--- config.mk ---
export PLATFORM = sky130hd
export DESIGN_NAME = fw_dl_port
export DESIGN_NICKNAME = d
export VERILOG_FILES = /design/src/rtl/fw_dl_pkg.sv /design/src/rtl/fw_dl_databuf.sv /design/src/rtl/fw_dl_commit.sv /design/src/rtl/fw_dl_port.sv
export SDC_FILE = /design/constraint.sdc
export NUM_CORES = 1
export LEC_CHECK = 0
export BUFFER_PORTS_ARGS = -buffer_cell sky130_fd_sc_hd__clkbuf_2
export CORE_MARGIN = 1
export CORE_UTILIZATION = 30
export CTS_BUF_LIST = sky130_fd_sc_hd__clkbuf_4 sky130_fd_sc_hd__clkbuf_8 sky130_fd_sc_hd__clkbuf_16
export DETAILED_ROUTE_END_ITERATION = 10
export GPL_TIMING_DRIVEN = 0
export PLACE_DENSITY_LB_ADDON = 0.08
export SYNTH_ARGS = -nofsm -noshare
export SYNTH_HDL_FRONTEND = slang
export SYNTH_SLANG_ARGS = --single-unit
--- constraint.sdc ---
create_clock -name clk -period 2.1 [get_ports clk]
set_clock_uncertainty 0.05 [all_clocks]
set_input_delay 0.315 -clock clk [delete_from_list [all_inputs] [get_ports clk]]
set_output_delay 0.315 -clock clk [all_outputs]
set_load 0.03 [all_outputs]
--- src/rtl/fw_dl_pkg.sv ---
package fw_dl_pkg;
  localparam logic [7:0] OFS_CSR = 8'hF4;
  localparam logic [7:0] OFS_BUF0 = 8'hF8;
  localparam int BIT_EN = 0;
  localparam int BIT_LOCK = 1;
  localparam int BIT_RES = 4;
  localparam int BIT_SET = 8;

  typedef enum logic [2:0] {
    RES_IDLE = 3'b000,
    RES_OK   = 3'b001,
    RES_ERR  = 3'b010
  } res_e;

  function automatic logic [7:0] buf_ofs(input int idx);
    buf_ofs = OFS_BUF0 + 8'(idx * 4);
  endfunction

  function automatic res_e close_result(input logic had_err, input logic pend,
                                        input logic any_word);
    close_result = (had_err || pend || !any_word) ? RES_ERR : RES_OK;
  endfunction

  function automatic logic [15:0] csr_word(input logic en, input logic lock,
                                           input res_e res, input logic [1:0] setb);
    logic [15:0] w;
    w = '0;
    w[BIT_EN] = en;
    w[BIT_LOCK] = lock;
    w[BIT_RES +: 3] = res;
    w[BIT_SET +: 2] = setb;
    csr_word = w;
  endfunction
endpackage

--- src/rtl/fw_dl_databuf.sv ---
module fw_dl_databuf
  import fw_dl_pkg::*;
#(
  parameter int DW = 32,
  parameter int NBUF = 2
) (
  input  logic                     clk,
  input  logic                     rst_n,
  input  logic                     req_valid,
  input  logic                     req_write,
  input  logic                     req_wide,
  input  logic [7:0]               req_addr,
  input  logic [DW-1:0]            req_wdata,
  output logic [NBUF-1:0][DW-1:0]  bufs
);
  for (genvar g = 0; g < NBUF; g++) begin : g_buf
    logic hit;
    assign hit = req_valid && req_write && req_wide && (req_addr == buf_ofs(g));
    always_ff @(posedge clk or negedge rst_n) begin
      if (!rst_n) bufs[g] <= '0;
      else if (hit) bufs[g] <= req_wdata;
    end
  end
endmodule

--- src/rtl/fw_dl_commit.sv ---
module fw_dl_commit #(
  parameter int DW = 32,
  parameter int AW = 4
) (
  input  logic              clk,
  input  logic              rst_n,
  input  logic              en,
  input  logic              start,
  input  logic              stop,
  input  logic [1:0]        set_req,
  input  logic [1:0][DW-1:0] bufs,
  output logic              ram_we,
  output logic [AW-1:0]     ram_addr,
  output logic [DW-1:0]     ram_wdata,
  output logic [1:0]        set_q,
  output logic              ovf_evt,
  output logic              words_any
);
  localparam logic [AW:0] CNT_ONE = 1;

  logic          idx;
  logic [AW:0]   cnt;
  logic          fire;
  logic          full;
  logic [1:0]    clr;

  assign fire      = en && set_q[idx];
  assign full      = cnt[AW];
  assign ram_we    = fire && !full;
  assign ovf_evt   = fire && full;
  assign ram_addr  = cnt[AW-1:0];
  assign ram_wdata = bufs[idx];
  assign words_any = (cnt != '0);
  assign clr       = fire ? (2'b01 << idx) : 2'b00;

  always_ff @(posedge clk or negedge rst_n) begin
    if (!rst_n) begin
      set_q <= '0;
      idx   <= 1'b0;
      cnt   <= '0;
    end else if (start) begin
      set_q <= '0;
      idx   <= 1'b0;
      cnt   <= '0;
    end else begin
      if (stop) set_q <= '0;
      else      set_q <= (set_q & ~clr) | set_req;
      if (fire) begin
        idx <= ~idx;
        if (!full) cnt <= cnt + CNT_ONE;
      end
    end
  end
endmodule

--- src/rtl/fw_dl_port.sv ---
module fw_dl_port
  import fw_dl_pkg::*;
#(
  parameter int AW = 4
) (
  input  logic          clk,
  input  logic          rst_n,
  input  logic          req_valid,
  input  logic          req_write,
  input  logic          req_wide,
  input  logic [7:0]    req_addr,
  input  logic [31:0]   req_wdata,
  output logic [31:0]   rd_data,
  output logic          ram_we,
  output logic [AW-1:0] ram_addr,
  output logic [31:0]   ram_wdata
);
  localparam int DW = 32;

  logic           en_q;
  logic           lock_q;
  res_e           result_q;
  logic [1:0]     set_q;
  logic [1:0][DW-1:0] bufs;
  logic           csr_wr;
  logic           start;
  logic           stop;
  logic [1:0]     set_req;
  logic           ovf_evt;
  logic           words_any;
  res_e           closing;

  assign csr_wr  = req_valid && req_write && (req_addr == OFS_CSR);
  assign start   = csr_wr && req_wdata[BIT_EN] && !en_q && !lock_q;
  assign stop    = csr_wr && !req_wdata[BIT_EN] && en_q;
  assign set_req = (csr_wr && en_q) ? req_wdata[BIT_SET +: 2] : 2'b00;
  assign closing = close_result(result_q == RES_ERR || ovf_evt, |set_q, words_any);

  fw_dl_databuf #(.DW(DW), .NBUF(2)) u_buf (
    .clk(clk), .rst_n(rst_n), .req_valid(req_valid), .req_write(req_write),
    .req_wide(req_wide), .req_addr(req_addr), .req_wdata(req_wdata), .bufs(bufs)
  );

  fw_dl_commit #(.DW(DW), .AW(AW)) u_commit (
    .clk(clk), .rst_n(rst_n), .en(en_q), .start(start), .stop(stop),
    .set_req(set_req), .bufs(bufs), .ram_we(ram_we), .ram_addr(ram_addr),
    .ram_wdata(ram_wdata), .set_q(set_q), .ovf_evt(ovf_evt), .words_any(words_any)
  );

  always_ff @(posedge clk or negedge rst_n) begin
    if (!rst_n) begin
      en_q     <= 1'b0;
      lock_q   <= 1'b0;
      result_q <= RES_IDLE;
    end else begin
      if (start) begin
        en_q     <= 1'b1;
        result_q <= RES_IDLE;
      end else if (stop) begin
        en_q     <= 1'b0;
        result_q <= closing;
        if (closing == RES_OK) lock_q <= 1'b1;
      end else if (ovf_evt) begin
        result_q <= RES_ERR;
      end
    end
  end

  always_comb begin
    if (req_addr == OFS_CSR)          rd_data = {16'h0, csr_word(en_q, lock_q, result_q, set_q)};
    else if (req_addr == buf_ofs(0))  rd_data = bufs[0];
    else if (req_addr == buf_ofs(1))  rd_data = bufs[1];
    else                              rd_data = '0;
  end
endmodule

==> key figures, run 1 <==
Logic synthesis
  • Syn nets: 358
  • Asr flop ratio synth: 100%
  • #FFs+latches synth: 76
  • Multiplexer share of the synthesized area: 28.8%
  • Cell Area, Synth: 3940 um^2
  • Syn Area/Cell: 12.7 um^2
  • Adder-cell share of the synthesized area: 0.635%
  • Largest family of logic cells by synthesized area: multiplexers
  • Synth area leaders: dfrtp_1 (48%), mux2_2 (27%), a22o_1 (5.8%)
  • Sequential share of the synthesized area: 48.2%
  • Primary flip-flop cell chosen by synthesis mapping: dfrtp_1
  • Top-area cell type share of the netlist area: 48.2%
  • Yosys warnings: 0
  • Cell accounting for the most synthesized area: dfrtp_1
  • Synth Area in XOR/XNOR: 0.666%
  • Synth Area in Simple Gates: 7.74%
  • Number of synthesized flops with an enable pin: 0
  • Synth Area in Compound Gates: 9.96%
  • Post-synth cell types: 38
  • Cell count after synthesis: 311

Power
  • VDD IR-drop max: 0.000472 V
  • Clock power frac: 47.4%
  • Static Leak: 2.68 nW
  • Seq pwr share: 45.8%
  • Comb pwr share: 6.8%
  • Int Power: 2.51 mW
  • Net switching power: 0.767 mW
  • Net Sw Frac: 23.4%
  • Pwr dens: 631 nW/um^2

Status
  • Run status: finished, final reports clean

Worst setup path
  • CP arrival: 1.65 ns
  • Critical path class: in -> out
  • Reg2reg path depth: 7
  • Critical-path maximum fanout: 10
  • Critical-path cell list: clkbuf_2, and4bb_4, nand2_4, nor2_4, buf_6, a22o_1, clkbuf_2
  • Worst path depth: 7
  • Crit path buffers/inverters: 3
  • Top cell by count, worst path: clkbuf_2
  • Max stage delay on crit path: 0.37 ns
  • Critical path's top delay family: simple AND/OR/NAND/NOR gates
  • Startpoint Class: input pin
  • Critical Path RT: 1.74 ns
  • CP max stage cell: and4bb_4
  • Critical path endpoint category: output pin

Placement
  • Post-DP Area: 4750 um^2
  • Hpwl dp: 7500 um
  • Placed cells: 597
  • # port buffers: 113
  • RD Place Congestion: 0.758

Routing
  • Vias per cell: 4.72
  • Drt wl/cell: 16.9 um
  • Iteration-0 DRC Markers: 115
  • DRT Pass-1 Iters: 4
  • Routed Antenna Nets: 0
  • Vias: 2,938
  • # DRC: 0
  • Routed WL: 10,500 um

Global route
  • Initial antenna violation count: 0
  • First-pass GRT wire length: 16,300 um
  • Vias in the first global route: 2,973
  • GRT Total Usage: 16.4%
  • Grt ovf: 0
  • Largest net degree at the start of global routing: 43

Final layout
  • Cell area after layout: 5200 um^2
  • Commonest non-fill, non-tap cells in the layout: clkbuf_2 (111), mux2_2 (96), dfrtp_1 (76)
  • ANT cells: 0
  • Final #Nets: 492
  • Area added between synthesis and finish: 31.8%
  • Share of cells above drive strength 1: 59.6%
  • Filler cells: 1,293
  • Most common cell after layout, fill and taps aside: clkbuf_2
  • Fin cells: 622

Clock network
  • Total CTS buffers: 9
  • Clock tree from TritonCTS: done
  • Clock root buffer: clkbuf_16
  • H-tree Lvls: 3
  • CTS Sinks: 76
  • Clk buf depth: 2
  • Reg clk slew, reported paths: 0.05 ns
  • Clock Latency Late Sink: 0.34 ns

Timing
  • Min Tclk post-route: 2.02 ns
  • Worst slew margin relative to its limit: 63.3%
  • Hold Fails Final Rpt: 0
  • Fin crit share: 96.1%
  • Peak Freq: 0.496 GHz
  • Pin slew with the least headroom to its limit: 0.551 ns
  • Max-slew violation count: 0
  • Setup violators final: 0

Floorplan
  • Core area: 12,700 um^2
  • # rows: 41
  • Die area: 13,600 um^2
  • Starting Density: 31.0%
  • Die Y: 117 um
  • Die boundary width: 117 um
  • I/O pins: 114

Hold path
  • Hold Path Stages: 2
  • Worst hold path class: in -> reg

Run
  • Max-cap violations: 0
[flip-flops by register name, summed over array words and instances, names as in the netlist]
signal,cells
u_commit.idx,1
u_commit.cnt,5
en_q,1
lock_q,1
result_q,2
u_buf.bufs,64
u_commit.set_q,2
[kinds of logic (layout without fill, tap and decap cells)]
| group | Yosys count | after routing |
|---|---|---|
| fa+ha+maj | 2 | 2 |
| xor+xnor | 3 | 3 |
| compound gates | 51 | 51 |
| buf+inv | 29 | 168 |
| flops | 76 | 76 |
| mux | 101 | 101 |
| simple gates | 49 | 49 |
[power by group through the flow]
stage | logic (mW) | registers, mW | clock network, mW
final | 0.222 | 1.50 | 1.56
after global routing | 0.248 | 1.51 | 1.68
after CTS | 0.224 | 1.50 | 1.62
after detailed placement | 0.217 | 1.53 | 0
after global placement | 0.209 | 1.53 | 0
after floorplan | 0.101 | 1.53 | 0
[layout make-up]
class                      count  area, um^2  area share [%]
tap                          172         215            4.14
buffer                        21         181            3.49
clock buffer                  10         233            4.48
sequential                    76        1900            36.6
timing repair buffer         123         666            12.8
inverter                       8        33.8           0.650
clock inverter                 6        65.1            1.25
multi-input combinational    206        1900            36.6
[through the flow]
step / setup slack [ns] / hold WS, ns / TNS (ns) / utilization (%) / total power, mW
2_1_floorplan: 0.0899 / -0.0306 / 0 / - / 1.63
3_3_place_gp: -0.329 / 0.441 / -26.40 / 37.1 / 1.74
3_5_place_dp: -0.359 / 0.315 / -9.14 / 37.4 / 1.75
4_1_cts: 0.0138 / 0.150 / 0 / 40.4 / 3.34
5_1_grt: -0.00390 / 0.155 / -0.00966 / 40.9 / 3.44
6_report: 0.0821 / 0.162 / 0 / 40.9 / 3.28
[per-layer routing]
metal | vias to the layer above | global-route usage (%) | routed length (um)
li1 | 1412 | - | -
met1 | 1434 | 21.3 | 5010
met4 | 0 | 4.30 | 95
met2 | 86 | 25.0 | 4600
met3 | 6 | 6.90 | 803
met5 | - | 0 | 0
[final timing paths]
path / endpoint / slack (ns) / from
setup / recovery: rd_data[15] / 0.08 / req_addr[0]
hold / removal: u_buf.bufs[42] / 0.16 / req_wdata[10]
setup reg to reg: u_commit.cnt[2] / 0.35 / en_q
hold reg to reg: u_buf.bufs[41] / 0.46 / u_buf.bufs[41]
max in group asynchronous: u_buf.bufs[51] / 0.93 / rst_n
min in group asynchronous: u_buf.bufs[9] / 0.47 / rst_n
[worst register-to-register path, cell delays in order (launching register included)]
cell,delay (ns)
dfrtp_1,0.32
clkbuf_4,0.20
clkinvlp_4,0.18
buf_4,0.17
buf_4,0.12
nor4b_1,0.35
xnor2_1,0.16
nor2_1,0.06
[Yosys cell counts, drive strengths merged, types with 3 or more instances]
| cell type | n |
|---|---|
| xnor2 | 3 |
| nand2b | 6 |
| inv | 8 |
| a2bb2oi | 3 |
| o21ai | 10 |
| mux2 | 99 |
| dfrtp | 76 |
| nor3 | 3 |
| a22oi | 6 |
| buf | 19 |
| nand2 | 9 |
| nor2 | 18 |
| a22o | 26 |
[timing repair]
| action | 4_1_cts | 5_1_grt |
|---|---|---|
| resized for setup | 16 | 13 |
| pin swaps | 2 | 1 |
| endpoints found under the setup margin | 62 | 31 |
| hold buffers | 1 | 0 |
| setup buffers | 4 | 4 |
| hold endpoints to repair | 34 | 0 |
No activity file was read; power rests on OpenSTA's default activity.
==> run 2, diff against run 1 <==
==> constraint.sdc (replaced) <==
create_clock -name clk -period 2.1 [get_ports clk]
set_clock_uncertainty 0.05 [all_clocks]
set_input_delay 0.525 -clock clk [delete_from_list [all_inputs] [get_ports clk]]
set_output_delay 0.525 -clock clk [all_outputs]
set_load 0.03 [all_outputs]
==> run 2 against run 1 <==
Net effect:
- the flow now finishes with violations (setup timing)
- sequential cell count unchanged
- hold slack got worse by 0.12 ns
- utilization up 9.4 points
- fmax fell by 14%
- global-route usage increased by 2.1 points
- largest power group unchanged
==> key figures, run 2 (same netlist as run 1, synthesis figures left out) <==
Status
  • Run status: finished with violations
  • Failing checks: setup timing

Final layout
  • Final #Nets: 504 (+2.4%)
  • Fin cells: 634 (+1.9%)
  • Most common cell after layout, fill and taps aside: dfrtp_1
  • Filler cells: 1,183 (-8.5%)
  • Share of cells above drive strength 1: 66.9% (+7.3 points)
  • Multi-input logic area: 2250 um^2 (+18%)
  • Area added between synthesis and finish: 62.0%
  • Max FFs per register: 64 (unchanged)
  • Top Registers: u_buf.bufs x64, u_commit.cnt x5
  • Reg with most FFs: u_buf.bufs
  • Commonest non-fill, non-tap cells in the layout: dfrtp_1 (76), mux2_2 (65), clkbuf_2 (45), buf_8 (45), mux2_4 (31)
  • Total area of sequential cells: 1900 um^2 (unchanged)
  • ANT cells: 0 (unchanged)

Worst setup path
  • Top cell by count, worst path: buf_6
  • Critical path endpoint category: output pin
  • Startpoint Class: input pin
  • Critical path class: in -> out
  • Critical-path cell list: buf_6, and4bb_4, nand2_8, nor2_4, buf_6, buf_6, a22o_1, buf_8
  • CP max stage cell: and4bb_4
  • CP arrival: 1.77 ns (+0.12 ns)
  • Critical-path maximum fanout: 4 (-6)
  • Critical Path RT: 1.52 ns (-0.22 ns)
  • Max stage delay on crit path: 0.37 ns (about the same)

Placement
  • RD Place Congestion: 0.770 (+1.6%)
  • Setup slack after placement: -0.615 ns (-0.255 ns)
  • Placed cells: 597 (unchanged)
  • # port buffers: 113 (unchanged)
  • Hpwl dp: 7530 um (+0.52%)

Global route
  • GRT Total Usage: 18.5% (+2.1 points)
  • Grt ovf: 0 (unchanged)
  • First-pass GRT wire length: 18,300 um (+12%)
  • Initial antenna violation count: 0 (unchanged)
  • Vias in the first global route: 3,234 (+8.8%)
  • Largest net degree at the start of global routing: 60 (+40%)

Clock network
  • CTS Hold Buffers Added: 0 (-1)
  • Clock tree from TritonCTS: done
  • Clock root buffer: clkbuf_16
  • CTS Sinks: 76 (unchanged)
  • H-tree Lvls: 3 (unchanged)
  • Clk buf depth: 2 (unchanged)
  • Clock Latency Late Sink: 0.34 ns (about the same)
  • Reg clk slew, reported paths: 0.06 ns (about the same)
  • Total CTS buffers: 9 (unchanged)

Routing
  • DRT Pass-1 Iters: 4 (unchanged)
  • Vias: 3,112 (+5.9%)
  • Routed WL: 11,900 um (+13%)
  • Iteration-0 DRC Markers: 87 (-24%)
  • # DRC: 0 (unchanged)
  • Vias per cell: 4.91 (+3.9%)
  • Routed Antenna Nets: 0 (unchanged)
  • Drt wl/cell: 18.8 um (+11%)

Power
  • Static Leak: 3.21 nW (+20%)
  • Pwr dens: 530 nW/um^2 (-16%)
  • VDD IR-drop max: 0.000272 V (-42%)

Timing
  • Min Tclk post-route: 2.34 ns (+0.323 ns)
  • RSZ-0062 raised after global routing: yes
  • Peak Freq: 0.427 GHz (-14%)
  • Hold Fails Final Rpt: 0 (unchanged)
  • Pin slew with the least headroom to its limit: 0.543 ns (-0.00822 ns)
  • Setup violators final: 27 (+27)
  • Max-slew violation count: 0 (unchanged)
  • Worst slew margin relative to its limit: 63.6% (+0.35 points)
  • Fin crit share: 111% (+15 points)
  • Final setup margin: -0.241 ns (-0.323 ns)

Floorplan
  • Die area: 13,600 um^2 (unchanged)
  • Die boundary width: 117 um (unchanged)
  • Core area: 12,700 um^2 (unchanged)
  • Die Y: 117 um (unchanged)
  • Starting Density: 31.0% (unchanged)
  • I/O pins: 114 (unchanged)
  • # rows: 41 (unchanged)

Hold path
  • Worst hold path class: in -> async

Run
  • Max-cap violations: 0 (unchanged)
run 2: cell count changes in the layout (fill, tap and decap cells not counted), moves of 14 or more:
| cell | delta |
|---|---|
| a22o_1 | -20 |
| a22o_4 | +19 |
| buf_6 | +14 |
| buf_8 | +45 |
| clkbuf_2 | -66 |
| mux2_2 | -31 |
| mux2_4 | +31 |
run 2: timing repair:
item                       in CTS  in global routing
pin swaps                      26                  5
setup buffers                  19                  1
gates resized for setup       178                113
cloned                          5                  1
setup endpoints to repair      62                 80
run 2: per-stage QoR:
| stage | utilization (%) | hold WS [ns] | setup TNS [ns] | total power, mW | area (um^2) |
|---|---|---|---|---|---|
| 2_1_floorplan | - | 0.179 | -1.94 | 1.63 | 4070 |
| 3_3_place_gp | 38.1 | 0.428 | -64.72 | 1.74 | 4850 |
| 3_5_place_dp | 38.3 | 0.411 | -33.84 | 1.75 | 4880 |
| 4_1_cts | 48.7 | 0.0449 | -8.11 | 3.42 | 6190 |
| 5_1_grt | 50.2 | 0.0646 | -6.95 | 3.52 | 6390 |
| 6_report | 50.2 | 0.0444 | -4.95 | 3.39 | 6390 |
run 2: metal layers:
layer  share of wire [%]  vias to the layer above  track usage, %
li1                    -                     1439               -
met1                  47                     1566            24.9
met2                  46                       93            28.4
met3                 5.8                       14            4.67
met4                 1.7                        0            7.34
met5                   0                        -               0
run 2: final timing paths:
kind	from	end	slack [ns]	depth (start not counted)
setup / recovery	req_addr[0]	rd_data[6]	-0.24	8
hold / removal	rst_n	u_buf.bufs[57]	0.04	1
setup reg to reg	u_commit.cnt[0]	result_q[1]	0.38	5
hold reg to reg	lock_q	lock_q	0.43	1
max in group asynchronous	rst_n	u_buf.bufs[16]	1.36	2
min in group clk	req_wdata[19]	u_buf.bufs[19]	0.38	2
run 2: power breakdown:
group          total [mW]  switching, mW  internal (mW)
combinational       0.285          0.145          0.139
sequential           1.51         0.0219           1.49
clock                1.59          0.616          0.978
total                3.39          0.783           2.60
run 2: cell type report:
| class | instances | area share (%) |
|---|---|---|
| clock buffers | 12 | 3.97 |
| flip-flops and latches | 76 | 29.8 |
| inverters | 8 | 0.509 |
| plain buffers | 19 | 3.09 |
| clock inverters | 4 | 0.764 |
| repair buffers | 137 | 23.3 |
| multi-input cells | 206 | 35.2 |
| well taps | 172 | 3.37 |
run 2: critical path, delay by kind of cell:
family | cells | cell delay (ns)
compound gates | 1 | 0.18
simple gates | 3 | 0.60
buf+inv | 4 | 0.46
